==> src/rtl/srs_pkg.sv <==
package srs_pkg;
  localparam int BYTE_W = 8;
  localparam int ADDR_W = BYTE_W - 1;
  localparam int CNT_W  = $clog2(BYTE_W);

  typedef logic [BYTE_W-1:0] byte_t;
  typedef logic [ADDR_W-1:0] addr_t;

  typedef enum logic [1:0] {
    PH_ADDR,
    PH_WRITE,
    PH_READ
  } phase_e;
endpackage

==> src/rtl/srs_sync.sv <==
module srs_sync #(
  parameter int WIDTH  = 1,
  parameter int STAGES = 2
) (
  input  logic             clk,
  input  logic             rst_n,
  input  logic [WIDTH-1:0] d,
  output logic [WIDTH-1:0] q
);
  logic [WIDTH-1:0] stage_q [STAGES];

  for (genvar g = 0; g < STAGES; g++) begin : g_stage
    if (g == 0) begin : g_first
      always_ff @(posedge clk or negedge rst_n) begin
        if (!rst_n) stage_q[g] <= '0;
        else        stage_q[g] <= d;
      end
    end else begin : g_next
      always_ff @(posedge clk or negedge rst_n) begin
        if (!rst_n) stage_q[g] <= '0;
        else        stage_q[g] <= stage_q[g-1];
      end
    end
  end

  assign q = stage_q[STAGES-1];
endmodule

==> src/rtl/srs_frame.sv <==
module srs_frame
  import srs_pkg::*;
(
  input  logic  clk,
  input  logic  rst_n,
  input  logic  sclk_s,
  input  logic  strb_s,
  input  logic  din_s,
  input  byte_t rd_data,
  output addr_t rd_addr,
  output logic  wr_en,
  output addr_t wr_addr,
  output byte_t wr_data,
  output logic  dout,
  output logic  oe
);
  localparam logic [CNT_W-1:0] LAST = CNT_W'(BYTE_W - 1);

  logic             sclk_d;
  logic             rise, fall;
  logic [CNT_W-1:0] bit_q, tx_cnt_q;
  byte_t            rx_q, tx_q, nb;
  addr_t            ptr_q;
  phase_e           phase_q;
  logic             last_bit;

  assign rise     = sclk_s & ~sclk_d;
  assign fall     = ~sclk_s & sclk_d;
  assign nb       = {rx_q[BYTE_W-2:0], din_s};
  assign last_bit = (bit_q == LAST);

  assign rd_addr = (phase_q == PH_ADDR) ? nb[ADDR_W-1:0] : ptr_q;
  assign wr_en   = rise && !strb_s && last_bit && (phase_q == PH_WRITE);
  assign wr_addr = ptr_q;
  assign wr_data = nb;

  always_ff @(posedge clk or negedge rst_n) begin
    if (!rst_n) sclk_d <= 1'b0;
    else        sclk_d <= sclk_s;
  end

  always_ff @(posedge clk or negedge rst_n) begin
    if (!rst_n) begin
      bit_q    <= '0;
      tx_cnt_q <= '0;
      rx_q     <= '0;
      tx_q     <= '0;
      ptr_q    <= '0;
      phase_q  <= PH_ADDR;
      dout     <= 1'b0;
      oe       <= 1'b0;
    end else if (strb_s) begin
      bit_q    <= '0;
      tx_cnt_q <= '0;
      phase_q  <= PH_ADDR;
      oe       <= 1'b0;
    end else begin
      if (rise) begin
        rx_q  <= nb;
        bit_q <= bit_q + CNT_W'(1);
        if (last_bit) begin
          case (phase_q)
            PH_ADDR: begin
              if (nb[BYTE_W-1]) begin
                phase_q <= PH_READ;
                tx_q    <= rd_data;
                ptr_q   <= nb[ADDR_W-1:0] + ADDR_W'(1);
              end else begin
                phase_q <= PH_WRITE;
                ptr_q   <= nb[ADDR_W-1:0];
              end
            end
            PH_WRITE: ptr_q <= ptr_q + ADDR_W'(1);
            default: ;
          endcase
        end
      end
      if (fall && phase_q == PH_READ) begin
        oe   <= 1'b1;
        dout <= tx_q[BYTE_W-1];
        if (tx_cnt_q == LAST) begin
          tx_q     <= rd_data;
          ptr_q    <= ptr_q + ADDR_W'(1);
          tx_cnt_q <= '0;
        end else begin
          tx_q     <= {tx_q[BYTE_W-2:0], 1'b0};
          tx_cnt_q <= tx_cnt_q + CNT_W'(1);
        end
      end
    end
  end

  // driver released once the strobe is seen
  p_oe_drop_r4: assert property (@(posedge clk) disable iff (!rst_n)
    strb_s |=> !oe);
  // driver only on in the read data phase
  p_oe_read_only_r4: assert property (@(posedge clk) disable iff (!rst_n)
    oe |-> phase_q == PH_READ);
  // output bit moves only on a falling serial edge
  p_dout_hold_r3: assert property (@(posedge clk) disable iff (!rst_n)
    !fall |=> $stable(dout));
  // one write per received byte
  p_single_write_r2: assert property (@(posedge clk) disable iff (!rst_n)
    wr_en |=> !wr_en);
  // strobe restarts the framing
  p_restart_r5: assert property (@(posedge clk) disable iff (!rst_n)
    strb_s |=> (bit_q == '0) && (phase_q == PH_ADDR));
endmodule

==> src/rtl/srs_regbank.sv <==
module srs_regbank
  import srs_pkg::*;
#(
  parameter int   NUM_REGS = 64,
  parameter int   CFG_REG  = 'h0B,
  parameter int   CFG_BIT0 = 3,
  parameter int   CFG_BIT1 = 5,
  parameter int   FM_REG   = 'h17,
  parameter int   CTRL_REG = 'h26
) (
  input  logic                       clk,
  input  logic                       rst_n,
  input  logic [1:0]                 cfg_s,
  input  logic                       wr_en,
  input  addr_t                      wr_addr,
  input  byte_t                      wr_data,
  input  addr_t                      rd_addr,
  output byte_t                      rd_data,
  output logic [NUM_REGS*BYTE_W-1:0] regs_o,
  output logic [1:0]                 fm_count,
  output logic                       matrix_en,
  output logic                       mem_comp,
  output logic                       mem_decomp
);
  localparam int IDX_W = $clog2(NUM_REGS);

  logic [NUM_REGS-1:0][BYTE_W-1:0] store_q;
  logic [NUM_REGS-1:0][BYTE_W-1:0] view;
  logic                            wr_hit, rd_hit;

  assign wr_hit = wr_en && (int'(wr_addr) < NUM_REGS);
  assign rd_hit = int'(rd_addr) < NUM_REGS;

  always_ff @(posedge clk or negedge rst_n) begin
    if (!rst_n)      store_q <= '0;
    else if (wr_hit) store_q[wr_addr[IDX_W-1:0]] <= wr_data;
  end

  for (genvar g = 0; g < NUM_REGS; g++) begin : g_view
    if (g == CFG_REG) begin : g_cfg
      always_comb begin
        view[g]           = store_q[g];
        view[g][CFG_BIT0] = cfg_s[0];
        view[g][CFG_BIT1] = cfg_s[1];
      end
    end else begin : g_plain
      assign view[g] = store_q[g];
    end
  end

  assign rd_data    = rd_hit ? view[rd_addr[IDX_W-1:0]] : '0;
  assign regs_o     = view;
  assign fm_count   = view[FM_REG][1:0];
  assign matrix_en  = view[CTRL_REG][0];
  assign mem_comp   = view[CTRL_REG][1];
  assign mem_decomp = view[CTRL_REG][2];

  // a write outside the bank leaves the storage alone
  p_oob_write_r8: assert property (@(posedge clk) disable iff (!rst_n)
    (wr_en && int'(wr_addr) >= NUM_REGS) |=> $stable(store_q));
  // storage changes only after a write strobe
  p_store_needs_write_r2: assert property (@(posedge clk) disable iff (!rst_n)
    !wr_en |=> $stable(store_q));
endmodule

==> src/rtl/serial_reg_slave.sv <==
module serial_reg_slave
  import srs_pkg::*;
#(
  parameter int NUM_REGS    = 64,
  parameter int SYNC_STAGES = 2
) (
  input  logic                       clk,
  input  logic                       rst_n,
  input  logic                       ser_clk_i,
  input  logic                       ser_strobe_i,
  input  logic                       ser_data_i,
  output logic                       ser_data_o,
  output logic                       ser_data_oe_o,
  input  logic [1:0]                 cfg_pin_i,
  output logic [NUM_REGS*BYTE_W-1:0] regs_o,
  output logic [1:0]                 fm_count_o,
  output logic                       matrix_en_o,
  output logic                       mem_comp_o,
  output logic                       mem_decomp_o
);
  localparam int SYNC_W = 5;

  logic [SYNC_W-1:0] raw, synced;
  logic              sclk_s, strb_s, din_s;
  logic [1:0]        cfg_s;
  addr_t             rd_addr, wr_addr;
  byte_t             rd_data, wr_data;
  logic              wr_en;

  assign raw = {cfg_pin_i, ser_clk_i, ser_strobe_i, ser_data_i};
  assign {cfg_s, sclk_s, strb_s, din_s} = synced;

  srs_sync #(.WIDTH(SYNC_W), .STAGES(SYNC_STAGES)) u_sync (
    .clk   (clk),
    .rst_n (rst_n),
    .d     (raw),
    .q     (synced)
  );

  srs_frame u_frame (
    .clk     (clk),
    .rst_n   (rst_n),
    .sclk_s  (sclk_s),
    .strb_s  (strb_s),
    .din_s   (din_s),
    .rd_data (rd_data),
    .rd_addr (rd_addr),
    .wr_en   (wr_en),
    .wr_addr (wr_addr),
    .wr_data (wr_data),
    .dout    (ser_data_o),
    .oe      (ser_data_oe_o)
  );

  srs_regbank #(.NUM_REGS(NUM_REGS)) u_bank (
    .clk        (clk),
    .rst_n      (rst_n),
    .cfg_s      (cfg_s),
    .wr_en      (wr_en),
    .wr_addr    (wr_addr),
    .wr_data    (wr_data),
    .rd_addr    (rd_addr),
    .rd_data    (rd_data),
    .regs_o     (regs_o),
    .fm_count   (fm_count_o),
    .matrix_en  (matrix_en_o),
    .mem_comp   (mem_comp_o),
    .mem_decomp (mem_decomp_o)
  );
endmodule

==> config.mk <==
export PLATFORM = sky130hd
export DESIGN_NAME = serial_reg_slave
export DESIGN_NICKNAME = d
export VERILOG_FILES = /design/src/rtl/srs_pkg.sv /design/src/rtl/srs_sync.sv /design/src/rtl/srs_frame.sv /design/src/rtl/srs_regbank.sv /design/src/rtl/serial_reg_slave.sv
export SDC_FILE = /design/constraint.sdc
export NUM_CORES = 1
export LEC_CHECK = 0
export BUFFER_PORTS_ARGS = -buffer_cell sky130_fd_sc_hd__buf_4
export CAP_MARGIN = 20
export CORE_AREA = 3 3 233 235
export DETAILED_ROUTE_END_ITERATION = 8
export DIE_AREA = 0 0 236 238
export GPL_ROUTABILITY_DRIVEN = 0
export PLACE_DENSITY = 0.8
export SKIP_CTS_REPAIR_TIMING = 1
export SLEW_MARGIN = 20
export SYNTH_ARGS = -nofsm -noshare
export SYNTH_HDL_FRONTEND = slang
export SYNTH_HIERARCHICAL = 1
export SYNTH_SLANG_ARGS = --single-unit
==> constraint.sdc <==
create_clock -name clk -period 3.1 [get_ports clk]
set_input_delay 0.62 -clock clk [delete_from_list [all_inputs] [get_ports clk]]
set_output_delay 0.62 -clock clk [all_outputs]
set_load 0.01 [all_outputs]
==> flow_metrics.env <==
export IMPL_status="finished, violations left"
export IMPL_violations="setup timing"
export IMPL_nets=2342
export IMPL_grt_pass1_vias=19480
export IMPL_tightest_slew_ns=0.9509
export IMPL_drv_cap=0
export IMPL_fmax_mhz=306.2
export IMPL_finalPower_uw=18250
export IMPL_avgSynthCellArea_sq_um=15.12
export IMPL_die_area_sq_um=56170
export IMPL_rsz0062_at_grt="true"
export IMPL_synthCells=1721
export IMPL_use_met3_pct=8.148
export IMPL_finalHoldViolCount=0
export IMPL_synthToLayoutAreaGrowth_pct=30.26
export IMPL_dr_pass1_iters=6
export IMPL_vias=18980
export IMPL_setup_slack_ns=-0.1655
export IMPL_peakVddDrop_v=0.0006689
export IMPL_met1_usage_pct=39.98
export IMPL_drive_gt1_share_pct=64.58
export IMPL_ys_warn_count=6
export IMPL_finalCriticalPeriod_ns=3.266
export IMPL_dp_cells=2927
export IMPL_ys_seq_area_share_pct=53.17
export IMPL_ant_nets=0
export IMPL_synthArstFlopShare_pct=100.0
export IMPL_instances_no_fill=3067
export IMPL_holdWs_ns=0.09436
export IMPL_p_seq_share_pct=40.0
export IMPL_portBuffers=525
export IMPL_placed_area_sq_um=31310
export IMPL_power_density_nw_per_um2=538.2
export IMPL_worst_clock_skew_ns=0.04487
export IMPL_min_period_over_period_pct=105.3
export IMPL_critical_path_max_fanout=5
export IMPL_start_kind="flip-flop"
export IMPL_synthesis_area_sq_um=26030
export IMPL_hpwl_mm=66.29
export IMPL_setup_viol=7
export IMPL_yosysTopAreaCell="dfrtp_1"
export IMPL_path_clk_slew_ns=0.06
export IMPL_cts_num_sinks=553
export IMPL_yosys_most_used_dff="dfrtp_1"
export IMPL_maxSlewViolCount=0
export IMPL_core_sq_um=52450
export IMPL_maxSlewHeadroom_pct=36.61
export IMPL_synth_distinct_cells=73
export IMPL_switching_share_pct=29.39
export IMPL_grt_max_degree=88
export IMPL_die_w_um=236
export IMPL_power_frac_comb_pct=18.3
export IMPL_routedWlPerCell_um=30.29
export IMPL_first_iter_violations=1681
export IMPL_worst_setup_path_end_kind="flip-flop"
export IMPL_cts_path_max_buffers=3
export IMPL_clk_latency_ns=0.63
export IMPL_ctsHtreeMaxLevel=2
export IMPL_synth_edf_count=0
export IMPL_overflow=0
export IMPL_wl_mm=92.89
export IMPL_clkPwrFrac_pct=41.7
export IMPL_synthTopCellsByArea="dfrtp_1 (53%), mux2_2 (22%), mux4_2 (11%)"
export IMPL_numCtsBuffers=56
export IMPL_drcViolationCount=0
export IMPL_synth_ff_latch_count=553
export IMPL_globalRouteMet2Util_pct=52.08
export IMPL_power_leakage_uw=0.01717
export IMPL_globalRouteTotalUtil_pct=31.75
export IMPL_ioPinCount=526
export IMPL_fp_row_count=84
export IMPL_required_ns=3.60
export IMPL_die_y_um=238
export IMPL_start_util_pct=49.63
export IMPL_synth_nets=1734
export IMPL_min_path_type="in2reg"
export IMPL_cts_tree="yes"
export IMPL_p_sw_uw=5364
export IMPL_antenna_found_initial=2
export IMPL_busiest_layer="met2"
export IMPL_cp_arrival_ns=3.77
export IMPL_finish_instance_area_sq_um=33910
export IMPL_crit_type="reg2reg"
export IMPL_intPower_uw=12890
export IMPL_cts_root_buf="clkbuf_16"
export IMPL_synth_top_area_share_pct=53.17
export IMPL_detail_route_vias_per_cell=6.189
export IMPL_grt_pass1_wl_mm=133.7
-- sequential cells by signal, indices dropped and copies added (netlist names), 2 cells and up --
| register | count |
|---|---|
| u_frame/rx_q | 7 |
| u_bank/fm_count | 2 |
| u_frame/phase_q | 2 |
| u_sync/stage_q | 5 |
| u_bank/regs_o | 505 |
| u_frame/tx_q | 8 |
| u_frame/bit_q | 3 |
| u_frame/wr_addr | 7 |
| u_sync/q | 5 |
| u_frame/tx_cnt_q | 3 |
-- cells in the mapped netlist (all sizes together), types with 4 or more instances --
cell and number:
dfrtp 553, mux2 538, mux4 129, buf 74, clkbuf 65, nand2 65, nor2 64, mux2i 25
nand3 22, a211oi 16, nor2b 13, nor3 13, a21oi 12, o22ai 12, o21ai 11, nand4 9
a22oi 8, a22o 6, ha 6, inv 6, nand3b 5, or2 5, nor3b 4, o211ai 4
xnor2 4
-- power by group through the flow --
stage	logic (uW)	registers, uW	clock network, uW
final	3340	7310	7600
after global routing	3480	7310	7950
after CTS	3080	7300	7680
after global placement	3000	7430	0
after detailed placement	3070	7430	0
after floorplan	1760	7440	0
-- routing by layer --
metal  wire length [um]  share of wire (%)
met2              45070                 49
met5                  0                  0
met3               8655                9.3
met1              34320                 37
met4               4843                5.2
-- cell type report --
class                           instances  area, sq um
Fill cell                            3708        18540
Sequential cell                       553        13850
Multi-Input combinational cell       1028        11660
Timing Repair Buffer                  684         5411
Clock buffer                           71         1558
Tap cell                              688        860.8
Clock inverter                         35        540.5
Inverter                                6        22.52
Antenna cell                            2        5.005
-- kinds of logic (layout without fill, tap and decap cells) --
kind of cell	after synthesis	after routing	share of synthesized area [%]
simple gates	228	228	5.134
other cells	0	2	0
buf+inv	145	796	3.115
xor+xnor	7	7	0.2355
fa+ha+maj	6	6	0.2884
flops	553	553	53.17
mux	692	697	35.50
compound gates	90	90	2.562
-- final timing paths --
check	cells past startpoint	start	slack, ns	end
setup / recovery	10	u_frame/phase_q[1]	-0.17	u_frame/tx_q[7]
hold / removal	1	cfg_pin_i[1]	0.09	u_sync/stage_q[9]
setup reg to reg	10	u_frame/phase_q[1]	-0.17	u_frame/tx_q[7]
hold reg to reg	0	u_sync/stage_q[6]	0.35	u_sync/q[1]
max in group asynchronous	4	rst_n	1.48	u_bank/regs_o[13]
min in group asynchronous	2	rst_n	0.55	u_sync/stage_q[9]
-- per-stage QoR --
step / TNS, ns / utilization [%] / setup slack [ns]
after floorplan: 0 / - / 0.01145
after global placement: -0.7344 / 59.70 / -0.1786
after detailed placement: -0.9389 / 59.70 / -0.2764
after CTS: -1.090 / 63.70 / -0.2885
after global routing: -1.193 / 64.64 / -0.1854
final: -0.9649 / 64.65 / -0.1655
-- worst max-delay path: stages, from the launching register on --
cell	delay [ns]
dfrtp_1	0.42
nor2_4	0.24
buf_12	0.15
mux2_8	0.40
buf_6	0.13
mux4_2	0.44
mux4_2	0.55
nand3b_1	0.15
o211ai_1	0.11
mux2_4	0.28
mux2_4	0.26
-- cell usage in the layout (no fill, tap or decap), drive strengths merged, types with 8 or more instances in the layout --
| master | count |
|---|---|
| mux2i | 25 |
| a21oi | 12 |
| bufinv | 12 |
| inv | 11 |
| nand4 | 9 |
| a22oi | 8 |
| buf | 682 |
| o21ai | 11 |
| o22ai | 12 |
| a211oi | 16 |
| nand3 | 22 |
| nor2 | 64 |
| mux2 | 543 |
| nand2 | 65 |
| clkbuf | 72 |
| mux4 | 129 |
| nor3 | 13 |
| nor2b | 13 |
| dfrtp | 553 |
| clkinv | 12 |
(Power assumes the default switching activity.)
